`src/rtl/txf_pkg.sv`:
```
package txf_pkg;

  typedef enum logic [2:0] {
    ST_IDLE,
    ST_REQ,
    ST_WAIT,
    ST_PUSH,
    ST_DONE
  } txf_state_e;

endpackage

```
`src/rtl/txf_len_calc.sv`:
```
module txf_len_calc #(
  parameter int DLCW      = 4,
  parameter int MAX_BYTES = 8,
  parameter int LW        = $clog2(MAX_BYTES + 1)
) (
  input  logic [DLCW-1:0] dlc_i,
  input  logic            rtr_i,
  output logic [LW-1:0]   len_o
);

  localparam int CMPW = (DLCW > LW) ? DLCW : LW;

  logic [CMPW-1:0] dlc_ext;
  logic [CMPW-1:0] max_ext;

  always_comb begin
    dlc_ext = CMPW'(dlc_i);
    max_ext = CMPW'(MAX_BYTES);
    if (rtr_i) begin
      len_o = '0;
    end else if (dlc_ext > max_ext) begin
      len_o = LW'(MAX_BYTES);
    end else begin
      len_o = LW'(dlc_i);
    end
  end

endmodule

```
`src/rtl/txf_ptr.sv`:
```
module txf_ptr #(
  parameter int AW = 16,
  parameter int LW = 4
) (
  input  logic          clk,
  input  logic          rst_n,
  input  logic          load_i,
  input  logic          step_i,
  input  logic [AW-1:0] base_i,
  input  logic [LW-1:0] len_i,
  output logic [AW-1:0] addr_o,
  output logic          last_o
);

  logic [AW-1:0] addr_q, addr_d;
  logic [LW-1:0] rem_q, rem_d;

  always_comb begin
    addr_d = addr_q;
    rem_d  = rem_q;
    if (load_i) begin
      addr_d = base_i;
      rem_d  = len_i;
    end else if (step_i) begin
      addr_d = addr_q + AW'(1);
      rem_d  = rem_q - LW'(1);
    end
  end

  always_ff @(posedge clk or negedge rst_n) begin
    if (!rst_n) begin
      addr_q <= '0;
      rem_q  <= '0;
    end else if (load_i || step_i) begin
      addr_q <= addr_d;
      rem_q  <= rem_d;
    end
  end

  assign addr_o = addr_q;
  assign last_o = (rem_q == LW'(1));

endmodule

```
`src/rtl/txf_hold.sv`:
```
module txf_hold #(
  parameter int DW = 8
) (
  input  logic          clk,
  input  logic          rst_n,
  input  logic          cap_i,
  input  logic [DW-1:0] din_i,
  output logic [DW-1:0] dout_o
);

  logic [DW-1:0] data_q, data_d;

  always_comb begin
    data_d = cap_i ? din_i : data_q;
  end

  always_ff @(posedge clk or negedge rst_n) begin
    if (!rst_n) begin
      data_q <= '0;
    end else if (cap_i) begin
      data_q <= data_d;
    end
  end

  assign dout_o = data_q;

endmodule

```
`src/rtl/txf_fetch_top.sv`:
```
module txf_fetch_top
  import txf_pkg::*;
#(
  parameter int AW        = 16,
  parameter int DW        = 8,
  parameter int DLCW      = 4,
  parameter int MAX_BYTES = 8
) (
  input  logic            clk,
  input  logic            rst_n,
  input  logic            start_i,
  input  logic [AW-1:0]   base_addr_i,
  input  logic [DLCW-1:0] dlc_i,
  input  logic            rtr_i,
  output logic            busy_o,
  output logic            done_o,
  output logic            bus_req_o,
  input  logic            bus_grant_i,
  output logic [AW-1:0]   mem_addr_o,
  input  logic [DW-1:0]   mem_rdata_i,
  output logic            core_valid_o,
  input  logic            core_ready_i,
  output logic [DW-1:0]   core_data_o
);

  localparam int LW = $clog2(MAX_BYTES + 1);

  txf_state_e    st_q, st_d;
  logic [LW-1:0] len;
  logic          load, step, cap, last;

  txf_len_calc #(.DLCW(DLCW), .MAX_BYTES(MAX_BYTES), .LW(LW)) u_len (
    .dlc_i (dlc_i),
    .rtr_i (rtr_i),
    .len_o (len)
  );

  txf_ptr #(.AW(AW), .LW(LW)) u_ptr (
    .clk    (clk),
    .rst_n  (rst_n),
    .load_i (load),
    .step_i (step),
    .base_i (base_addr_i),
    .len_i  (len),
    .addr_o (mem_addr_o),
    .last_o (last)
  );

  txf_hold #(.DW(DW)) u_hold (
    .clk    (clk),
    .rst_n  (rst_n),
    .cap_i  (cap),
    .din_i  (mem_rdata_i),
    .dout_o (core_data_o)
  );

  always_comb begin
    st_d = st_q;
    load = 1'b0;
    step = 1'b0;
    cap  = 1'b0;
    unique case (st_q)
      ST_IDLE: begin
        if (start_i) begin
          load = 1'b1;
          st_d = (len == '0) ? ST_DONE : ST_REQ;
        end
      end
      ST_REQ: begin
        if (bus_grant_i) st_d = ST_WAIT;
      end
      ST_WAIT: begin
        cap  = 1'b1;
        st_d = ST_PUSH;
      end
      ST_PUSH: begin
        if (core_ready_i) begin
          if (last) begin
            st_d = ST_DONE;
          end else begin
            step = 1'b1;
            st_d = ST_REQ;
          end
        end
      end
      ST_DONE: st_d = ST_IDLE;
      default: st_d = ST_IDLE;
    endcase
  end

  always_ff @(posedge clk or negedge rst_n) begin
    if (!rst_n) st_q <= ST_IDLE;
    else        st_q <= st_d;
  end

  assign busy_o       = (st_q != ST_IDLE);
  assign bus_req_o    = (st_q == ST_REQ);
  assign core_valid_o = (st_q == ST_PUSH);
  assign done_o       = (st_q == ST_DONE);


  req_hold_chk: assert property (@(posedge clk) disable iff (!rst_n)
    (bus_req_o && !bus_grant_i) |=> (bus_req_o && $stable(mem_addr_o)));


  byte_hold_chk: assert property (@(posedge clk) disable iff (!rst_n)
    (core_valid_o && !core_ready_i) |=> (core_valid_o && $stable(core_data_o)));


  done_pulse_chk: assert property (@(posedge clk) disable iff (!rst_n)
    done_o |=> !done_o);


  one_flight_chk: assert property (@(posedge clk) disable iff (!rst_n)
    !(bus_req_o && core_valid_o));


  empty_finish_chk: assert property (@(posedge clk) disable iff (!rst_n)
    (start_i && !busy_o && (rtr_i || dlc_i == '0)) |=> (done_o && !bus_req_o));

endmodule

```
`config.mk`:
```
export PLATFORM = sky130hd
export DESIGN_NAME = txf_fetch_top
export DESIGN_NICKNAME = d
export VERILOG_FILES = /design/src/rtl/txf_pkg.sv /design/src/rtl/txf_len_calc.sv /design/src/rtl/txf_ptr.sv /design/src/rtl/txf_hold.sv /design/src/rtl/txf_fetch_top.sv
export SDC_FILE = /design/constraint.sdc
export NUM_CORES = 1
export LEC_CHECK = 0
export CAP_MARGIN = 15
export CORE_MARGIN = 8
export CORE_UTILIZATION = 25
export DETAILED_ROUTE_END_ITERATION = 7
export DONT_BUFFER_PORTS = 1
export PLACE_DENSITY = 0.41
export SLEW_MARGIN = 20
export SYNTH_ARGS = -nofsm -noshare
export SYNTH_HDL_FRONTEND = slang
export SYNTH_SLANG_ARGS = --single-unit
```
`constraint.sdc`:
```
create_clock -name clk -period 1.7 [get_ports clk]
set_clock_uncertainty 0.05 [all_clocks]
set_input_delay 0.17 -clock clk [delete_from_list [all_inputs] [get_ports clk]]
set_output_delay 0.17 -clock clk [all_outputs]
set_load 0.03 [all_outputs]
```
==> impl_metrics.toml, run 1 <==
[outcome]
status = "finished clean"

[placement]
gp_congestion = 0.7630
dpl.cell_count = 323
dpl.hpwl_um = 4076
post_dp_cell_area_um2 = 2297
numPortBuffers = 0

[clock_tree]
cts_tree = "built"
numCtsBuffers = 5
path_clk_slew_ns = 0.07
clock_sinks = 31
clk-insertion-delay-late_ns = 0.28
htree_levels = 2
clockBufferDepth = 2
clockRootBuffer = "clkbuf_8"

[timing]
fmax_mhz = 590.9
rsz0062_at_grt = "true"
setup_violations = 0
slew_violations = 0
fin_crit_sh_pct = 99.55
hold_viol = 0
fin_tns_setup_ns = 0
post-route-min-period_ns = 1.692
tightest_slew_ns = 0.3624
slew_headroom_pct = 75.74

[critical_path]
cp.arrival_ns = 1.80
critPathLaunch = "u_ptr.rem_q[0]"
slowest_delay_ns = 0.41
path_cells = "ha_4, nor3b_4, buf_12, nor4_4, buf_4, mux2i_1, nand3_1"
worst_setup_path_end_kind = "flop"
crit_required_ns = 1.81
r2r_end = "u_ptr.addr_o[13]"
critPathSlowestCell = "dfrtp_1"
rr_startpoint = "u_ptr.rem_q[0]"
worst-path-max-fanout = 7
worst_r2r_path_depth = 7
r2r_slack_ns = 0.008
critPathLaunchType = "flop"
path_class = "reg -> reg"
critPathCapture = "u_ptr.addr_o[13]"

[pwr]
ir_drop_mv = 0.9282
p_leak_nw = 1.124
p_per_area_nw_per_um2 = 1854

[final_layout]
final_cell_area_um2 = 2819
nets = 297
n_antenna_cell = 0
num-fill-cells = 717
stdcell_count = 360
drive_gt1_share_pct = 39.46
synthToLayoutAreaGrowth_pct = 54.10

[yosys]
synthArstFlopShare_pct = 100.0
synth_fp_nets = 222
yosys.area.top_type = "dfrtp_1"
syn_area_um2 = 1829
synth-edff-count = 0
syn_area_per_cell_um2 = 9.888
synth_mux_area_share_pct = 8.755
synth_seq_cells = 31
synth_top_family_by_area = "simple AND/OR/NAND/NOR gates"
synth_compound_area_share_pct = 13.27
synth_most_common_cell = "dfrtp_1"
yosys.area_share.xor_xnor_pct = 1.436
synthFlopType = "dfrtp_1"
synthSimpleGateAreaFrac_pct = 27.91
synth_fa_ha_area_share_pct = 2.052
synthTopCellsByArea = "dfrtp_1 42%, mux2_2 4.9%, mux2i_1 3.8%"
synth.distinct_cells = 47
yosys_warnings = 0
synth_top_area_share_pct = 42.41
synth_cells = 185
synth_common_cells = "31 x dfrtp_1, 16 x nand2_1, 14 x nor2_1"
yosysSeqAreaShare_pct = 42.41

[grt]
grt_pass1_vias = 1776
gr-total-overflow = 0
grt_usage_pct = 11.10
grt_pass1_wl_um = 8914
antenna_found_initial = 0
grt_max_degree = 32

[drt]
vias = 1720
drcViolationCount = 0
first_pass_iters = 4
wl_per_cell_um = 15.50
via_per_inst = 4.778
drt_wl_total_um = 5579
first_iter_violations = 58
ant_nets = 0

[floorplan]
rows = 31
die_h_um = 101.5
core_um2 = 7176
ios = 62
fp.dieW_um = 101.5
start_util_pct = 25.49
fp.dieArea_um2 = 10310

[job]
cap_violations = 0

[min_path]
holdCritPathClass = "in -> reg"
-- metrics by stage --
step / util (%) / hold WS [ns] / setup WS, ns / power [mW]
floorplan: - / -0.1756 / 0.006956 / 3.254
global placement: 32.01 / -0.1746 / -0.09997 / 4.179
detailed placement: 32.01 / -0.1743 / -0.1021 / 4.177
CTS: 37.63 / 0.001532 / 0.004908 / 5.105
global route: 39.29 / 0.005671 / -0.05284 / 5.588
finish: 39.29 / 0.01232 / 0.007583 / 5.227
-- per-layer routing --
metal	vias to the layer above	GRT usage, %	wire (µm)
met3	4	4.742	481
met2	60	17.56	2508
met4	0	3.436	51
li1	838	-	-
met1	818	13.27	2538
met5	-	0	0
-- sequential cells by signal, summed over array words and instances, names as in the netlist --
| register | count |
|---|---|
| u_ptr.rem_q | 4 |
| u_ptr.addr_o | 16 |
| st_q | 3 |
| u_hold.dout_o | 8 |
-- layout by cell type, fill, tap and decap left out, drive strengths merged, types with 5 or more instances in the layout --
cell type / instances
a211oi: 5
a21oi: 7
and2: 6
buf: 53
clkbuf: 6
dfrtp: 31
dlygate4sd3: 24
mux2: 8
mux2i: 7
nand2: 16
nand3: 7
nand4: 5
nor2: 14
nor3: 10
nor3b: 5
nor4: 6
o21ai: 11
-- cell type report --
| cell class | count | area (µm²) | share of cell area [%] |
|---|---|---|---|
| clock buffers | 6 | 82.58 | 2.929 |
| clock inverters | 2 | 35.03 | 1.243 |
| inverters | 4 | 15.01 | 0.5326 |
| multi-input cells | 141 | 1091 | 38.70 |
| flip-flops and latches | 31 | 785.8 | 27.87 |
| well taps | 99 | 123.9 | 4.394 |
| repair buffers | 77 | 685.7 | 24.32 |
-- cell families (layout without fill, tap and decap cells) --
kind of cell	after synthesis	after routing
xor gates and xnor gates	3	3
muxes	15	15
and+or+nand+nor	84	84
adders and majority gates	3	3
AOI/OAI and AO/OA	36	36
DFF	31	31
buffers and inverters	13	89
-- worst min-delay path by stage --
| stage | slack, ns | from | endpoint | cells after the start |
|---|---|---|---|---|
| after floorplan | -0.18 | rst_n | st_q[0] | 0 |
| after global placement | -0.17 | rst_n | u_ptr.addr_o[4] | 0 |
| after detailed placement | -0.17 | rst_n | u_ptr.addr_o[4] | 0 |
| after CTS | 0.002 | base_addr_i[2] | u_ptr.addr_o[2] | 2 |
| after global routing | 0.006 | core_ready_i | st_q[2] | 2 |
| final | 0.01 | core_ready_i | st_q[2] | 2 |
-- critical path, delay by kind of cell, from the launching register on --
family | cells | cell delay [ns]
muxes | 1 | 0.17
adders and majority gates | 1 | 0.16
buffers and inverters | 2 | 0.31
DFF | 1 | 0.41
and+or+nand+nor | 3 | 0.47
-- repair_timing --
item                                   4_1_cts  5_1_grt
pin swaps                                    2        8
hold buffers                                24        1
gates resized for setup                      6       18
setup buffers                                1        4
endpoints found under the hold margin       53        1
setup endpoints to repair                   13       18
-- where the power goes --
group	switching (mW)	internal [mW]	total, mW
clock network	0.292	0.474	0.766
logic	1.57	1.31	2.88
registers	0.486	1.09	1.58
total	2.35	2.88	5.23
Note: power is estimated with default switching activity, not from simulation.
==> run 2: changes to the inputs <==
--- a/config.mk
+++ b/config.mk
@@ -10,8 +10,10 @@
 export CORE_UTILIZATION = 25
 export DETAILED_ROUTE_END_ITERATION = 7
 export DONT_BUFFER_PORTS = 1
+export GPL_ROUTABILITY_DRIVEN = 0
 export PLACE_DENSITY = 0.41
 export SLEW_MARGIN = 20
 export SYNTH_ARGS = -nofsm -noshare
 export SYNTH_HDL_FRONTEND = slang
+export SYNTH_HIERARCHICAL = 1
 export SYNTH_SLANG_ARGS = --single-unit
==> impl_metrics.toml, run 2 <==
[final_layout]
n_antenna_cell = 0
finish.utilization_pct = 40.00
multi_input_area_um2 = 1050
final_cell_mix = "39 x buf_4, 31 x dfrtp_1, 26 x nand2_1"
drive_gt1_share_pct = 37.45
largest_reg_flops = 16
nets = 279
stdcell_count = 339
num-fill-cells = 695
final_common_cell = "buf_4"
synthToLayoutAreaGrowth_pct = 53.80
regArea_um2 = 775.7

[yosys]
synth_fp_nets = 209
syn_area_per_cell_um2 = 10.33
synth_top_area_share_pct = 43.66
synthFlopType = "dfrtp_1"
synth_cells = 172
synthTopCellsByArea = "dfrtp_1 44%, mux2_4 6.8%, nand2_1 5.5%"
synth_seq_cells = 31
synth.distinct_cells = 39
yosysSeqAreaShare_pct = 43.66
syn_area_um2 = 1777
synth_common_cells = "31 x dfrtp_1, 26 x nand2_1, 17 x o21ai_0"
synth-edff-count = 0
yosys_warnings = 6
yosys.area.top_type = "dfrtp_1"
synthArstFlopShare_pct = 100.0
synth_most_common_cell = "dfrtp_1"

[floorplan]
core_um2 = 6832
die_h_um = 100.3
start_util_pct = 26.01
rows = 30
fp.dieArea_um2 = 10060
ios = 62
fp.dieW_um = 100.3

[pwr]
swShare_pct = 44.04
p_leak_nw = 1.163
intPower_mw = 2.801
clock_power_share_pct = 15.1
ir_drop_mv = 0.7172
p_switching_mw = 2.205
p_comb_share_pct = 52.6
pwr-share-seq_pct = 32.4
p_per_area_nw_per_um2 = 1832

[placement]
numPortBuffers = 0
dpl.hpwl_um = 3737
dpl.cell_count = 299

[timing]
fin_ws_ns = -0.3058
slew_violations = 0
fmax_mhz = 498.5
tightest_slew_ns = 0.4634
fin_crit_sh_pct = 118.0
slew_headroom_pct = 68.82
setup_violations = 19
rsz0062_at_grt = "true"
hold_viol = 0
post-route-min-period_ns = 2.006
hold_ws_ns = 0.02206
fin_tns_setup_ns = -2.985

[clock_tree]
clk-insertion-delay-late_ns = 0.28
clockBufferDepth = 2
htree_levels = 2
path_clk_slew_ns = 0.07
clockRootBuffer = "clkbuf_8"
cts_tree = "built"
numCtsBuffers = 5
clock_sinks = 31

[grt]
grt_max_degree = 32
antenna_found_initial = 0
gr-total-overflow = 0
grt_pass1_vias = 1622
grt_usage_pct = 10.16
grt_pass1_wl_um = 8169

[drt]
via_per_inst = 4.522
first_pass_iters = 4
vias = 1533
drcViolationCount = 0
wl_per_cell_um = 14.99
first_iter_violations = 53
ant_nets = 0
drt_wl_total_um = 5083

[critical_path]
cp.arrival_ns = 2.17
path_class = "reg -> reg"
worst-path-max-fanout = 7
worst_setup_path_end_kind = "flop"
critPathLaunchType = "flop"
r2r_slack_ns = -0.31
crit_required_ns = 1.86

[job]
cap_violations = 0

[min_path]
holdCritPathClass = "in -> reg"

[outcome]
status = "complete, but fails checks"
violations = "negative setup slack"
-- run 2: layer usage --
metal / up-vias / share of wire (%) / GRT usage [%]
met3: 8 / 6.4 / 3.737
li1: 744 / - / -
met5: - / 0 / 0
met1: 740 / 42 / 11.55
met2: 41 / 50 / 17.08
met4: 0 / 1.9 / 3.488
-- run 2: worst paths after layout --
| kind | from | end | cells past startpoint |
|---|---|---|---|
| max | u_ptr/rem_q[1] | u_ptr/rem_q[1] | 9 |
| min | dlc_i[3] | u_ptr/rem_q[2] | 3 |
| max reg2reg | u_ptr/rem_q[1] | u_ptr/rem_q[1] | 9 |
| min reg2reg | st_q[2] | st_q[1] | 2 |
| max in group asynchronous | rst_n | u_ptr/addr_o[12] | 2 |
| min in group asynchronous | rst_n | u_ptr/addr_o[1] | 2 |
-- run 2: area by class of cell --
cell class	count	share of cell area, %
sequential	31	28.39
inverter	4	0.5495
clock inverter	2	1.282
clock buffer	6	3.022
tap	96	4.396
multi-input combinational	128	38.42
timing repair buffer	72	23.95
-- run 2: kinds of logic (layout without fill, tap and decap cells) --
kind of cell               count (synthesis)  in the layout  synth area share (%)
and+or+nand+nor                           73             73                 24.65
DFF                                       31             31                 43.66
adders and majority gates                  3              3                 2.113
muxes                                     12             12                 9.155
xor gates and xnor gates                  16             16                 7.888
buffers and inverters                     13             84                 4.154
AOI/OAI and AO/OA                         24             24                 8.380
-- run 2: stage by stage --
step                setup slack [ns]  total power, mW  area, µm²
floorplan                    -0.2444            3.175       1827
global placement             -0.3202            3.941       2186
detailed placement           -0.3575            4.008       2186
CTS                          -0.2694            4.936       2634
global route                 -0.3774            5.302       2733
finish                       -0.3058            5.006       2733
-- run 2: power groups by stage --
stage | Combinational, mW | Clock, mW | Sequential [mW]
6_report | 2.63 | 0.755 | 1.62
5_1_grt | 2.83 | 0.807 | 1.67
4_1_cts | 2.53 | 0.781 | 1.62
3_5_place_dp | 2.39 | 0 | 1.62
3_3_place_gp | 2.33 | 0 | 1.61
2_1_floorplan | 1.20 | 0 | 1.97
-- run 2: timing repair --
action	in CTS	in global routing
resized for setup	17	18
setup endpoints to repair	19	20
endpoints found under the hold margin	55	0
setup buffers	1	5
hold buffers	26	0
cloned	0	0
pin swaps	12	9
-- run 2: worst max-delay path: stages (launching register included) --
cell	delay (ns)
dfrtp_1	0.39
inv_2	0.08
ha_4	0.12
nor3b_4	0.20
and3b_2	0.29
buf_4	0.15
buf_6	0.10
buf_6	0.12
mux2_4	0.30
o21ai_2	0.12
==> run 3: changes to the inputs <==
--- a/config.mk
+++ b/config.mk
@@ -7,11 +7,12 @@
 export LEC_CHECK = 0
 export CAP_MARGIN = 15
 export CORE_MARGIN = 8
-export CORE_UTILIZATION = 25
+export CORE_UTILIZATION = 45
 export DETAILED_ROUTE_END_ITERATION = 7
 export DONT_BUFFER_PORTS = 1
 export GPL_ROUTABILITY_DRIVEN = 0
-export PLACE_DENSITY = 0.41
+export PLACE_DENSITY = 0.63
+export SKIP_CTS_REPAIR_TIMING = 1
 export SLEW_MARGIN = 20
 export SYNTH_ARGS = -nofsm -noshare
 export SYNTH_HDL_FRONTEND = slang
==> impl_metrics.toml, run 3 (synthesis results as in run 2) <==
[outcome]
status = "complete, but fails checks"
violations = "negative hold slack, negative setup slack"

[clock_tree]
clock_sinks = 31
clockBufferDepth = 2
clk-insertion-delay-late_ns = 0.28
htree_levels = 2
clockRootBuffer = "clkbuf_8"
cts_tree = "built"
path_clk_slew_ns = 0.06
numCtsBuffers = 5

[final_layout]
n_antenna_cell = 0
drive_gt1_share_pct = 35.74
final_cell_area_um2 = 2554
synthToLayoutAreaGrowth_pct = 43.73
stdcell_count = 285
nets = 271
final_cell_mix = "38 x buf_4, 31 x dfrtp_1, 24 x nand2_1"
finish.utilization_pct = 65.73
num-fill-cells = 299
final_common_cell = "buf_4"
largest_reg_flops = 16

[grt]
met2_usage_pct = 23.45
grt_util_met3_pct = 5.079
grt_usage_pct = 14.88
grt_pass1_wl_um = 7396
gr-total-overflow = 0
grt_pass1_vias = 1459
grt_max_degree = 32
grtUsageMet1_pct = 18.44
busiest_layer = "met2"
antenna_found_initial = 0

[drt]
vias = 1526
first_pass_iters = 4
drt_wl_total_um = 4729
first_iter_violations = 63
drcViolationCount = 0
wl_per_cell_um = 16.59
ant_nets = 0
via_per_inst = 5.354

[timing]
setup_violations = 17
rsz0062_at_grt = "true"
slew_headroom_pct = 56.08
post-route-min-period_ns = 1.991
slew_violations = 0
fin_crit_sh_pct = 117.1
fin_ws_ns = -0.2906
fin_tns_setup_ns = -2.924
hold_viol = 2
tightest_slew_ns = 0.6528
hold_ws_ns = -0.03274
fmax_mhz = 502.4

[critical_path]
crit_required_ns = 1.81
worst-path-max-fanout = 6
path_class = "reg -> reg"
worst_setup_path_end_kind = "flop"
cp.arrival_ns = 2.10
critPathLaunchType = "flop"
r2r_slack_ns = -0.29

[placement]
numPortBuffers = 0
post_dp_cell_area_um2 = 2101
dpl.cell_count = 251
place_ws_ns = -0.3344
dpl.hpwl_um = 3480

[floorplan]
rows = 23
start_util_pct = 45.73
die_h_um = 78.84
fp.dieArea_um2 = 6215
fp.dieW_um = 78.84
ios = 62
core_um2 = 3885

[min_path]
holdCritPathClass = "in -> reg"

[job]
cap_violations = 0

[pwr]
ir_drop_mv = 0.9513
p_leak_nw = 1.101
p_per_area_nw_per_um2 = 1906
power_mw = 4.868
[run 3: cell count changes in the layout (fill, tap and decap cells not counted), moves of 3 or more]
cell / previous run / this run
dlygate4sd3_1: 25 / 22
o21ai_1: 15 / 11
xnor2_1: 5 / 8
xnor2_2: 3 / 0
buf_6: 5 / 2
o21ai_0: 2 / 7
[run 3: final timing paths]
| kind | from | to | depth (start not counted) |
|---|---|---|---|
| setup / recovery | u_ptr/rem_q[0] | u_ptr/addr_o[13] | 7 |
| hold / removal | base_addr_i[0] | u_ptr/addr_o[0] | 2 |
| setup reg to reg | u_ptr/rem_q[0] | u_ptr/addr_o[13] | 7 |
| hold reg to reg | st_q[2] | st_q[1] | 2 |
| max in group asynchronous | rst_n | u_ptr/addr_o[15] | 2 |
| min in group asynchronous | rst_n | u_ptr/addr_o[4] | 2 |
[run 3: layout make-up]
type | instances | area [µm²] | share of cell area (%)
multi-input cells | 128 | 1020 | 39.93
flip-flops and latches | 31 | 775.7 | 30.38
repair buffers | 64 | 563.0 | 22.05
clock buffers | 6 | 82.58 | 3.234
well taps | 50 | 62.56 | 2.450
clock inverters | 2 | 35.03 | 1.372
inverters | 4 | 15.01 | 0.5879
[run 3: metal layers]
metal | part of all wire [%] | routed length, µm | vias up
met5 | 0 | 0 | -
met4 | 1.4 | 65 | 0
met3 | 7.2 | 340 | 7
met2 | 48 | 2286 | 47
met1 | 43 | 2036 | 742
li1 | - | - | 730
[run 3: worst max-delay path, cell delays in order (launching register included)]
cell,delay [ns]
dfrtp_1,0.43
ha_4,0.18
nor3b_4,0.14
and3b_2,0.32
nand4_1,0.20
nor4_4,0.21
nor3b_1,0.08
a221o_1,0.27
[run 3: power breakdown]
part	leakage (nW)	internal (mW)	total (mW)	switching [mW]
sequential	0.380	1.08	1.63	0.549
combinational	0.659	1.16	2.48	1.32
clock	0.0612	0.474	0.752	0.279
total	1.10	2.72	4.87	2.15
